File: config.mk
export PLATFORM = sky130hd
export DESIGN_NAME = spi_stripe_seq
export DESIGN_NICKNAME = d
export VERILOG_FILES = /design/src/rtl/spi_stripe_pkg.sv /design/src/rtl/spi_snoop_track.sv /design/src/rtl/spi_bus_lane.sv /design/src/rtl/spi_stripe_seq.sv
export SDC_FILE = /design/constraint.sdc
export NUM_CORES = 1
export LEC_CHECK = 0
export ABC_AREA = 0
export ABC_CLOCK_PERIOD_IN_PS = 4100
export BUFFER_PORTS_ARGS = -buffer_cell sky130_fd_sc_hd__clkbuf_2
export CAP_MARGIN = 5
export CORE_MARGIN = 1.5
export CORE_UTILIZATION = 45
export CTS_BUF_LIST = sky130_fd_sc_hd__clkbuf_8
export DETAILED_ROUTE_END_ITERATION = 10
export PLACE_DENSITY = 0.71
export SYNTH_ARGS = -nofsm -noshare
export SYNTH_HDL_FRONTEND = slang
export SYNTH_SLANG_ARGS = --single-unit
File: constraint.sdc
create_clock -name clk -period 4.1 [get_ports clk]
set_input_delay 1.025 -clock clk [delete_from_list [all_inputs] [get_ports clk]]
set_output_delay 1.025 -clock clk [all_outputs]
set_load 0.02 [all_outputs]
File: src/rtl/spi_stripe_pkg.sv
// Shared types for the snooping byte sequencer.
// Assumes byte-wide commands; the countdown fits in SNOOP_CNT_W bits.
package spi_stripe_pkg;

    localparam int SNOOP_CNT_W = 3;

    typedef enum logic [1:0] {
        SNP_CHECK,   // next byte sent is inspected as a command
        SNP_NONE,    // command seen, never stripes
        SNP_COUNT,   // counting down mirrored bytes
        SNP_STRIPE   // per-bus independent bytes
    } snoop_mode_e;

    typedef enum logic [1:0] {
        ST_IDLE,
        ST_FETCH,
        ST_WAIT,
        ST_COMMIT
    } seq_state_e;

    // Countdown loaded by a command byte; zero means "not a striping read"
    function automatic logic [SNOOP_CNT_W-1:0] cmd_countdown(input logic [7:0] op);
        case (op)
            8'h0B, 8'h6B, 8'hBB: cmd_countdown = SNOOP_CNT_W'(4);
            8'hEB:               cmd_countdown = SNOOP_CNT_W'(6);
            default:             cmd_countdown = '0;
        endcase
    endfunction

endpackage

File: src/rtl/spi_snoop_track.sv
// Command snoop tracker: inspects the first byte after chip-select idle
// and counts down the mirrored bytes before striping is entered.
// Assumes step_i pulses once per completed unstriped step with byte_i valid.
module spi_snoop_track
    import spi_stripe_pkg::*;
(
    input  logic        clk,
    input  logic        rst_n,
    input  logic        cs_idle_i,
    input  logic        step_i,
    input  logic [7:0]  byte_i,
    output snoop_mode_e mode_o,
    output logic        stripe_o
);

    logic [SNOOP_CNT_W-1:0] cnt_q;
    logic [SNOOP_CNT_W-1:0] load_cnt;

    // Countdown value for the byte just sent
    always_comb load_cnt = cmd_countdown(byte_i);

    // Snoop state register; chip-select idle has priority over a step
    always_ff @(posedge clk) begin
        if (!rst_n) begin
            mode_o <= SNP_CHECK;
            cnt_q  <= '0;
        end else if (cs_idle_i) begin
            mode_o <= SNP_CHECK;
            cnt_q  <= '0;
        end else if (step_i) begin
            case (mode_o)
                SNP_CHECK: begin
                    if (load_cnt != '0) begin
                        mode_o <= SNP_COUNT;
                        cnt_q  <= load_cnt;
                    end else begin
                        mode_o <= SNP_NONE;
                    end
                end
                SNP_COUNT: begin
                    if (cnt_q == SNOOP_CNT_W'(1)) begin
                        mode_o <= SNP_STRIPE;
                        cnt_q  <= '0;
                    end else begin
                        cnt_q <= cnt_q - SNOOP_CNT_W'(1);
                    end
                end
                default: ;
            endcase
        end
    end

    // Striping indication for the sequencer
    always_comb stripe_o = (mode_o == SNP_STRIPE);

endmodule

File: src/rtl/spi_bus_lane.sv
// One bus lane: holds a request with its byte until the bus acknowledges,
// then keeps the returned byte and a done flag until cleared.
// Assumes launch_i and clear_i never coincide with a pending request.
module spi_bus_lane #(
    parameter int BYTE_W = 8
) (
    input  logic              clk,
    input  logic              rst_n,
    input  logic              launch_i,
    input  logic              clear_i,
    input  logic [BYTE_W-1:0] txd_i,
    input  logic              ack_i,
    input  logic [BYTE_W-1:0] rxd_i,
    output logic              req_o,
    output logic [BYTE_W-1:0] txd_o,
    output logic              done_o,
    output logic [BYTE_W-1:0] rxd_o
);

    // Request and done handshake flags
    always_ff @(posedge clk) begin
        if (!rst_n) begin
            req_o  <= 1'b0;
            done_o <= 1'b0;
        end else begin
            if (launch_i)           req_o <= 1'b1;
            else if (ack_i && req_o) req_o <= 1'b0;
            if (clear_i)            done_o <= 1'b0;
            else if (ack_i && req_o) done_o <= 1'b1;
        end
    end

    // Outgoing byte latched at launch, returned byte latched at acknowledge
    always_ff @(posedge clk) begin
        if (!rst_n) begin
            txd_o <= '0;
            rxd_o <= '0;
        end else begin
            if (launch_i)            txd_o <= txd_i;
            if (ack_i && req_o)      rxd_o <= rxd_i;
        end
    end

endmodule

File: src/rtl/spi_stripe_seq.sv
// Byte sequencer for a one- or two-bus flash master. Moves bytes from the
// transmit FIFO through the bus lanes into the receive FIFO until the
// transmit FIFO is empty, mirroring or striping as the snoop state dictates.
// Assumes a first-word-fall-through transmit FIFO and configuration inputs
// that are stable while busy_o is high.
module spi_stripe_seq
    import spi_stripe_pkg::*;
#(
    parameter int NUM_BUS = 2,
    parameter int BYTE_W  = 8
) (
    input  logic                      clk,
    input  logic                      rst_n,
    input  logic                      start_i,
    input  logic                      cfg_sep_bus_i,
    input  logic                      cfg_two_mem_i,
    input  logic                      cs_idle_i,
    input  logic                      tx_empty_i,
    input  logic [BYTE_W-1:0]         tx_data_i,
    output logic                      tx_pop_o,
    input  logic                      rx_full_i,
    output logic                      rx_push_o,
    output logic [BYTE_W-1:0]         rx_data_o,
    output logic [NUM_BUS-1:0]        bus_req_o,
    output logic [NUM_BUS*BYTE_W-1:0] bus_txd_o,
    input  logic [NUM_BUS-1:0]        bus_ack_i,
    input  logic [NUM_BUS*BYTE_W-1:0] bus_rxd_i,
    output logic                      underflow_o,
    output logic                      overflow_o,
    output logic                      busy_o
);

    localparam int IDX_W = (NUM_BUS > 1) ? $clog2(NUM_BUS) : 1;
    localparam logic [NUM_BUS-1:0] ALL_LANES = '1;
    localparam logic [NUM_BUS-1:0] LANE0     = NUM_BUS'(1);

    seq_state_e         state_q;
    logic [IDX_W-1:0]   idx_q;
    logic [IDX_W-1:0]   last_idx;
    logic               multi_q;
    logic               stripe_q;
    logic               stripe_now;
    logic               fetch_ok;
    logic               commit;
    logic               all_done;
    logic [NUM_BUS-1:0] launch_mask;
    logic [NUM_BUS-1:0] wait_mask_q;
    logic [NUM_BUS-1:0] lane_done;
    logic [BYTE_W-1:0]  lane_rx [NUM_BUS];
    snoop_mode_e        snoop_mode;
    logic               snoop_stripe;

    // Step decode: stripe choice is taken from the snoop at bus 0 and held for the step
    always_comb begin
        stripe_now = (idx_q == '0) ? snoop_stripe : stripe_q;
        fetch_ok   = (state_q == ST_FETCH) && !tx_empty_i;
        commit     = (state_q == ST_COMMIT);
        last_idx   = multi_q ? IDX_W'(NUM_BUS - 1) : '0;
        all_done   = &(lane_done | ~wait_mask_q);
        if (!fetch_ok)       launch_mask = '0;
        else if (stripe_now) launch_mask = LANE0 << idx_q;
        else if (multi_q)    launch_mask = ALL_LANES;
        else                 launch_mask = LANE0;
    end

    // Run control: fetch, wait for the lanes, commit, repeat until empty
    always_ff @(posedge clk) begin
        if (!rst_n) begin
            state_q     <= ST_IDLE;
            idx_q       <= '0;
            multi_q     <= 1'b0;
            stripe_q    <= 1'b0;
            wait_mask_q <= '0;
        end else begin
            case (state_q)
                ST_IDLE: begin
                    if (start_i) begin
                        multi_q <= (NUM_BUS > 1) && cfg_sep_bus_i && cfg_two_mem_i;
                        idx_q   <= '0;
                        state_q <= ST_FETCH;
                    end
                end
                ST_FETCH: begin
                    if (tx_empty_i) begin
                        idx_q   <= '0;
                        state_q <= ST_IDLE;
                    end else begin
                        stripe_q    <= stripe_now;
                        wait_mask_q <= launch_mask;
                        state_q     <= ST_WAIT;
                    end
                end
                ST_WAIT: begin
                    if (all_done) state_q <= ST_COMMIT;
                end
                default: begin
                    if (stripe_q && (idx_q != last_idx)) idx_q <= idx_q + IDX_W'(1);
                    else                                idx_q <= '0;
                    state_q <= ST_FETCH;
                end
            endcase
        end
    end

    // One lane per bus
    for (genvar g = 0; g < NUM_BUS; g++) begin : g_lane
        spi_bus_lane #(.BYTE_W(BYTE_W)) u_lane (
            .clk      (clk),
            .rst_n    (rst_n),
            .launch_i (launch_mask[g]),
            .clear_i  (commit),
            .txd_i    (tx_data_i),
            .ack_i    (bus_ack_i[g]),
            .rxd_i    (bus_rxd_i[g*BYTE_W +: BYTE_W]),
            .req_o    (bus_req_o[g]),
            .txd_o    (bus_txd_o[g*BYTE_W +: BYTE_W]),
            .done_o   (lane_done[g]),
            .rxd_o    (lane_rx[g])
        );
    end

    // Command snoop, stepped once per completed unstriped step
    spi_snoop_track u_snoop (
        .clk       (clk),
        .rst_n     (rst_n),
        .cs_idle_i (cs_idle_i),
        .step_i    (commit && !stripe_q),
        .byte_i    (bus_txd_o[7:0]),
        .mode_o    (snoop_mode),
        .stripe_o  (snoop_stripe)
    );

    // FIFO-side strobes and flags
    always_comb begin
        tx_pop_o    = fetch_ok;
        rx_data_o   = stripe_q ? lane_rx[idx_q] : lane_rx[0];
        rx_push_o   = commit && !rx_full_i;
        overflow_o  = commit && rx_full_i;
        underflow_o = (state_q == ST_FETCH) && tx_empty_i;
        busy_o      = (state_q != ST_IDLE);
    end

endmodule

### Yosys cells after proc, flatten, opt, wreduce, memory -nomap -nowiden

Cells that the tools add are included.

* bits in registers: 48
* input port bits: 34
* logic and storage cells: 98

* add/sub/neg operators: 2
* order comparisons: 1
* equal/unequal tests: 16
* shift operators: 1
* mux-type cells: 28
* bitwise gates (word level): 6
* reduce and logical (&&, ||, !) cells: 29

Operators by type and width (count)
* 8-bit two-way mux: 4
* 8-bit == test, second input constant: 2
* 2-bit two-way mux: 8
* 3-bit one-hot mux with 2 select lines: 2
* 1-bit logical AND: 9
* 1-bit two-way mux: 9
* 3-bit AND reduction: 3
* 2-bit == test, second input constant: 4
* 8-bit by 4-bit == test with 1-bit output, second input constant: 1
* 8-bit by 7-bit == test with 1-bit output, second input constant: 1
* 2-bit AND reduction: 4
* 2-bit nonzero test: 4
* 3-bit two-way mux: 2
* 2-bit inequality test, second input constant: 3
* 2-bit one-hot mux with 3 select lines: 1
* 2-bit zero test: 2
* 2-bit by 1-bit inequality test with 1-bit output, second input constant: 2
* 2-bit one-hot mux with 2 select lines: 1
* 2-bit OR reduction: 2
* 3-bit by 1-bit == test with 1-bit output, second input constant: 1
* 1-bit zero test: 3
* 1-bit inverter: 3
* 1-bit one-hot mux with 3 select lines: 1
* 3-bit nonzero test: 1
* 10 further kinds: 10

### Longest topological paths before layout

Gate-level depths: netlist of the first run.

* word-level depth: 6
* depth in mapped cells: 7
* mapped depth without buffers: 7

### By module

From an unflattened synthesis of the first run, not the netlist that was laid out.

* cell total of the unflattened synthesis: 247
* area total of the unflattened synthesis: 2376.0 sq um

Modules (own cells, without submodules)
* spi_bus_lane: instances 2, cells each 70, area each 726.9 sq um
* spi_stripe_seq: instances 1, cells each 62, area each 541.8 sq um
* spi_snoop_track: instances 1, cells each 45, area each 380.4 sq um

### Worst setup path after synthesis of the first run

OpenSTA, ideal clock, no wires.

* path type: input-to-output
* start point: in tx_empty_i
* end point: out tx_pop_o
* data arrival time: 1.686 ns
* path slack: 1.389 ns
* stages: 3
* path buffers: 1
* cells stage by stage: nand2b_1 -> inv_2 -> clkbuf_1

* longest elaborated chain between the ends: 2

RTL lines
* start, declared: RTL line spi_stripe_seq.sv:18 `input logic tx_empty_i,`
* 1-bit zero test: RTL line spi_stripe_seq.sv:56 `fetch_ok = (state_q == ST_FETCH) && !tx_empty_i;`
* 1-bit logical AND: RTL line spi_stripe_seq.sv:56
* end, declared: RTL line spi_stripe_seq.sv:20 `output logic tx_pop_o,`

Every way passes these cells.

### Worst setup path in the final report of the first run

Ends and elaborated chain as after synthesis.

==> out/qor.txt, run 1 <==
Design Power = 0.861 mW
sw power = 0.228 mW
post-route antenna net violation count = 0
CTS tree = built
RSZ-0062 raised after global routing = no
GRT Total Usage = 19.3%
critical path peak fanout = 14
Num CTS Buffers = 5
Die Ht = 72.3 um
Area Growth Syn to Fin = 19.6%
clk slew on worst S/H paths = 0.08 ns
max cap viols = 0
register bit total from synthesis = 48
post-CTS setup buffer count = 0
Final Hold Vio Count = 0
Synth cell types = 41
fmax = 0.328 GHz
hpwl dp = 3.53 mm
clk sinks = 48
Synth top area share = 44.5%
Synth area leader = dfxtp_1
Area contributors post-synth = dfxtp_1 44%, a21oi_1 11%, nand2_1 7.3%
setup tns final = 0 ns
initial antenna violation count = 0
Vias per Instance = 5.23
Final Wtd Congestion = 0.851
Async SR Flop Fraction = 0%
syn nets = 302
CP max stage cell = nand2b_1
Synth Instances = 262
routed via count = 1967
final setup violating endpoints = 0
Pre-antenna DRT Iters = 4
# IOs = 65
Final nets = 361
Remaining DRCs = 0
Core Rows = 25
Buf/Inv on CP = 3
CORE AREA = 4660 um2
sequential fraction of the synthesis area = 44.5%
Max Root-Sink Buffers = 2
delay-heaviest family, CP = buffers and inverters
Hold Crit Class = flop to flop
status = finished, final reports clean
clk_skew = 0.00788 ns
clock power share = 31.3%
vias in the first global route = 1823
Die Area = 5220 um2
Mapped Avg Cell Area = 8.24 um2
critical-path cell list = clkbuf_2 -> nand2b_1 -> inv_2 -> clkbuf_2
largest net degree at the start of global routing = 44
Comb power frac = 12.0%
Final Cycle Share = 74.4%
max_slew headroom = 53.4%
Worst path most repeated cell = clkbuf_2
Critical Path Max Stage Delay = 0.38 ns
Pins Over Slew Limit = 0
ratio of cells with drive above 1 in the final layout = 23.9%
Resized cells post-CTS = 0
Leak = 1.08 nW
r2r setup slk = 2.10 ns
Switching Fraction = 26.5%
P_int = 0.633 mW
startpoint types = input port
Post-Synthesis Cell Area = 2160 um2
crit path capture type = output pin
hold_buf cts = 0
Tmin final = 3.05 ns
most frequently used flop master after synthesis = dfxtp_1
Syn. warnings = 0
CP required = 3.07 ns
Starting Density = 46.3%
First DRT Iteration DRCs = 96
# port buffers = 64
die width = 72.3 um
CTS root buffer = clkbuf_8
Seq pwr share = 56.6%
Peak supply drop = 0.000203 V
critical setup path kind = input port to output pin
final wirelength = 4.93 mm
first-pass GRT wire length = 8.02 mm
drt wl/cell = 13.1 um
Clock Latency Late Sink = 0.30 ns
GRT overflow = 0
Tightest Pin Transition = 0.699 ns
crit path DAT = 2.02 ns
CTS H-tree lvls = 2
n_diodes = 0
P per Cell Area = 333 nW/um2
number of flops mapped to enable cells by yosys = 0
-- stage by stage --
| step | hold WS [ns] | cells | utilization, % | cell area, um2 | worst slack, ns |
|---|---|---|---|---|---|
| 5_1_grt | 0.479 | 376 | 55.4 | 2580 | 0.948 |
| 4_1_cts | 0.458 | 376 | 55.4 | 2580 | 1.04 |
| 6_report | 0.457 | 376 | 55.4 | 2580 | 1.05 |
| 2_1_floorplan | 0.432 | 262 | - | 2160 | 1.39 |
| 3_5_place_dp | 0.446 | 368 | 53.6 | 2500 | 1.05 |
| 3_3_place_gp | 0.438 | 368 | 53.6 | 2500 | 1.09 |
-- layout by cell type (no fill, tap or decap), types with 6 or more instances in the layout --
cell,n
a21oi_1,47
clkbuf_2,64
dfxtp_1,48
ha_1,6
inv_1,11
mux2_1,8
nand2_1,42
nand3_1,25
o21ai_1,10
-- worst reg2reg max path, cell delays in order, from the launching register on --
cell,delay [ns]
dfxtp_1,0.36
inv_1,0.08
ha_1,0.23
nand2b_1,0.42
inv_2,0.23
nor3b_1,0.31
mux2i_1,0.22
nor2_1,0.05
-- flip-flops by register name, summed over array words and instances, names as in the netlist --
name and flops:
g_lane.u_lane.txd_o 16, g_lane.u_lane.done_o 2, g_lane.u_lane.rxd_o 16, g_lane.u_lane.req_o 2
state_q 2, multi_q 1, wait_mask_q 2, u_snoop.mode_o 2
stripe_q 1, u_snoop.cnt_q 3, idx_q 1
-- routing by layer --
layer  track usage [%]  up-vias  part of all wire, %
met5                 0        -                    0
met1              25.0      894                   47
met2              32.1       38                   48
li1                  -     1031                    -
met4              5.66        0                 0.79
met3              4.58        4                  3.5
-- cell families after synthesis --
group | Yosys count | share of synthesized area [%]
AND/OR/NAND/NOR | 102 | 24.0
AO/OA/AOI/OAI | 73 | 18.8
flip-flops | 48 | 44.5
buffers and inverters | 24 | 4.58
multiplexers | 9 | 4.64
adder cells (fa/ha/maj) | 6 | 3.48
-- layout make-up --
type                       count  area, um2
clock buffer                   5       68.8
clock inverter                 3       16.3
fill                         470       2080
inverter                      11       41.3
multi-input combinational    190       1100
sequential                    48        961
tap                           54       67.6
timing repair buffer          65        328
-- power groups by stage --
stage                     registers (mW)  logic [mW]  clock network (mW)
after floorplan                    0.500      0.0619                   0
after global placement             0.498       0.103                   0
after detailed placement           0.498       0.103                   0
after CTS                          0.488       0.104               0.278
after global routing               0.490       0.114               0.294
final                              0.487       0.103               0.270
-- synth_stat cells, types with 2 or more instances --
library cell,instances
nand2_1,42
clkbuf_1,10
dfxtp_1,48
and2_1,2
buf_4,2
and3b_1,2
a21o_1,2
nand3_1,25
a31oi_1,3
nor4_1,3
nor2_1,5
o21ai_1,10
inv_1,9
nor3_1,3
a21oi_1,47
nand2b_1,5
ha_1,6
o21ai_0,2
nand4_1,2
mux2_1,8
o21ba_1,2
and4b_1,2
nor2b_1,4
-- worst paths after layout --
path / startpoint / to / cells past startpoint
setup / recovery: tx_empty_i / tx_pop_o / 4
hold / removal: wait_mask_q[1]$_SDFFE_PN0P_ / wait_mask_q[1]$_SDFFE_PN0P_ / 2
setup reg to reg: state_q[1]$_SDFFE_PN0P_ / idx_q$_SDFFE_PN0P_ / 7
hold reg to reg: wait_mask_q[1]$_SDFFE_PN0P_ / wait_mask_q[1]$_SDFFE_PN0P_ / 2
Power figures use the tool's default switching activity.
==> run 2, diff against run 1 <==
ABC_AREA = 1   (was 0)
ABC_CLOCK_PERIOD_IN_PS = 2500   (was 4100)
PLACE_DENSITY = 0.74   (was 0.71)
clock period = 2.5 ns   (was 4.1 ns; I/O delays follow)
==> out/qor.txt, run 2 <==
Final nets = 399 (+11%)
Post-Synthesis Cell Area = 2140 um2 (-0.98%)
final setup violating endpoints = 0 (unchanged)
clk slew on worst S/H paths = 0.08 ns (about the same)
CP required = 1.88 ns (-1.19 ns)
status = finished, final reports clean
syn nets = 335 (+11%)
sequential fraction of the synthesis area = 44.9% (+0.44 points)
P per Cell Area = 633 nW/um2 (+90%)
n_diodes = 0 (unchanged)
die width = 71.9 um (-0.47%)
number of flops mapped to enable cells by yosys = 0 (unchanged)
worst hold endpoint = g_lane[1].u_lane.txd_o[2]$_SDFFE_PN0P_
critical path peak fanout = 6 (-8)
CORE AREA = 4470 um2 (-4.0%)
Die Area = 5170 um2 (-0.94%)
met2 routed WL = 2.19 mm (-8.1%)
worst reg2reg endpoint = g_lane[1].u_lane.txd_o[4]$_SDFFE_PN0P_
Peak supply drop = 0.000408 V (+100%)
final wirelength = 4.66 mm (-5.5%)
Synth area leader = dfxtp_1
register bit total from synthesis = 48 (unchanged)
setup tns final = 0 ns (unchanged)
First DRT Iteration DRCs = 151 (+57%)
vias in the first global route = 1809 (-0.77%)
Resized cells post-CTS = 0 (unchanged)
fmax = 0.441 GHz
critical setup path kind = flop to output pin
clk_skew = 0.00392 ns (-0.00396 ns)
Vias per Instance = 4.95 (-5.4%)
GRT Total Usage = 18.8% (-0.45 points)
Synth cell types = 26 (-37%)
Starting Density = 47.8% (+1.5 points)
Switching Fraction = 28.5% (+2.0 points)
most frequently used flop master after synthesis = dfxtp_1
largest net degree at the start of global routing = 36 (-18%)
Area contributors post-synth = dfxtp_1 45%, nand2_1 9.8%, nor2_1 9.1%
reg2reg path depth = 8 (+1)
Pre-antenna DRT Iters = 4 (unchanged)
initial antenna violation count = 0 (unchanged)
Die Ht = 71.9 um (-0.47%)
# IOs = 65 (unchanged)
crit path DAT = 1.64 ns (-0.38 ns)
Worst Hold Path Cells = 2 (unchanged)
P_int = 1.16 mW (+84%)
most frequent cells after synthesis = 56 x nand2_1, 52 x nor2_1, 48 x dfxtp_1, 37 x inv_1, 36 x o21ai_0
post-CTS setup buffer count = 0 (unchanged)
Max Root-Sink Buffers = 2 (unchanged)
Tmin final = 2.27 ns
placed insts = 404 (+9.8%)
Finished Cell Area = 2570 um2 (-0.58%)
Clock Latency Late Sink = 0.29 ns (about the same)
most frequent cell after synthesis = nand2_1
max cap viols = 0 (unchanged)
post-layout utilization of the core = 57.4% (+2.0 points)
crit path capture type = output pin
ratio of cells with drive above 1 in the final layout = 22.3% (-1.6 points)
GRT overflow = 0 (unchanged)
first-pass GRT wire length = 7.72 mm (-3.7%)
routed wl met3 = 213 um (+22%)
Synth Instances = 295 (+13%)
hold_buf cts = 0 (unchanged)
Top Layer Used = met4
most frequent cells in the layout = 64 x clkbuf_2, 56 x nand2_1, 52 x nor2_1
Area Growth Syn to Fin = 20.1%
Final Wtd Congestion = 0.777 (-8.7%)
startpoint types = flop
Crit Reg-Reg Startpoint = state_q[1]$_SDFFE_PN0P_
Hold Crit Class = flop to flop
drt wl/cell = 11.3 um (-14%)
hpwl dp = 3.44 mm (-2.6%)
Pins Over Slew Limit = 0 (unchanged)
CTS tree = built
Leak = 1.24 nW (+15%)
Finished Layout Cells = 411 (+9.3%)
placed instance area = 2470 um2 (-1.1%)
Largest regs = g_lane.u_lane.rxd_o: 16 flops, g_lane.u_lane.txd_o: 16 flops, u_snoop.cnt_q: 3 flops
max_slew headroom = 58.0% (+4.6 points)
commonest non-fill, non-tap cell in the layout = clkbuf_2
clk sinks = 48 (unchanged)
Num CTS Buffers = 5 (unchanged)
wire length on met1 = 2.19 mm (-6.0%)
Core Rows = 24 (-4.0%)
Syn. warnings = 0 (unchanged)
Comb power frac = 17.9% (+5.9 points)
Synth top area share = 44.9% (+0.44 points)
Final Hold Vio Count = 0 (unchanged)
Seq pwr share = 52.1% (-4.5 points)
# port buffers = 64 (unchanged)
CTS root buffer = clkbuf_8
Tightest Pin Transition = 0.625 ns (-0.0741 ns)
clock power share = 30.0% (-1.3 points)
RSZ-0062 raised after global routing = no
Async SR Flop Fraction = 0% (unchanged)
post-route antenna net violation count = 0 (unchanged)
Final Cycle Share = 90.7%
sw power = 0.463 mW (+100%)
r2r setup slk = 0.74 ns (-1.36 ns)
CTS H-tree lvls = 2 (unchanged)
hold_sp = g_lane[1].u_lane.txd_o[2]$_SDFFE_PN0P_
Mapped Avg Cell Area = 7.25 um2 (-12%)
Remaining DRCs = 0 (unchanged)
routed via count = 2033 (+3.4%)
run 2: changes by cell type after synthesis, sizes merged, moves of 8 or more:
cell / change
nand2: +15
nand3: -18
clkbuf: -8
inv: +29
nor2: +48
a21oi: -20
mux2: -8
o21ai: +23
run 2: how the worst max path moves through the flow:
stage	from	endpoint	slack, ns	cells after the start
final	state_q[1]$_SDFFE_PN0P_	tx_pop_o	0.23	6
after global routing	state_q[1]$_SDFFE_PN0P_	tx_pop_o	0.11	6
after CTS	state_q[1]$_SDFFE_PN0P_	tx_pop_o	0.21	6
after detailed placement	tx_empty_i	tx_pop_o	0.51	4
after global placement	tx_empty_i	tx_pop_o	0.51	4
after floorplan	tx_empty_i	tx_pop_o	0.82	3
run 2: critical path, stage by stage, from the launching register on:
cell	delay (ns)
dfxtp_1	0.36
inv_1	0.08
ha_1	0.21
inv_1	0.07
or2_1	0.35
clkinv_4	0.11
clkbuf_2	0.18
run 2: kinds of logic (layout without fill, tap and decap cells):
logic type | after synthesis | in the layout | synth area share, %
buffers and inverters | 48 | 112 | 10.1
adder cells (fa/ha/maj) | 6 | 6 | 3.51
AO/OA/AOI/OAI | 69 | 69 | 17.4
flip-flops | 48 | 48 | 44.9
XOR/XNOR | 1 | 1 | 0.410
AND/OR/NAND/NOR | 123 | 123 | 23.7
run 2: final cells by class:
class,count,area (um2)
fillers,450,1910
multi-input cells,199,962
flip-flops and latches,48,961
repair buffers,65,328
inverters,40,155
clock buffers,7,96.3
well taps,52,65.1
run 2: power groups by stage:
stage          sequential [mW]  combinational, mW  clock (mW)
6_report                 0.847              0.290       0.488
5_1_grt                  0.854              0.328       0.525
4_1_cts                  0.847              0.293       0.501
3_5_place_dp             0.864              0.291           0
3_3_place_gp             0.862              0.289           0
2_1_floorplan            0.882              0.180           0
run 2: metrics by stage:
step / hold WS (ns) / setup WS [ns] / power [mW]
floorplan: 0.432 / 0.818 / 1.06
global placement: 0.431 / 0.514 / 1.15
detailed placement: 0.439 / 0.513 / 1.16
CTS: 0.451 / 0.208 / 1.64
global route: 0.468 / 0.109 / 1.71
finish: 0.449 / 0.233 / 1.62
run 2: metal layers:
| metal | track usage (%) | up-vias |
|---|---|---|
| li1 | - | 1060 |
| met1 | 23.2 | 910 |
| met2 | 32.4 | 56 |
| met3 | 3.75 | 7 |
| met4 | 7.34 | 0 |
| met5 | 0 | - |
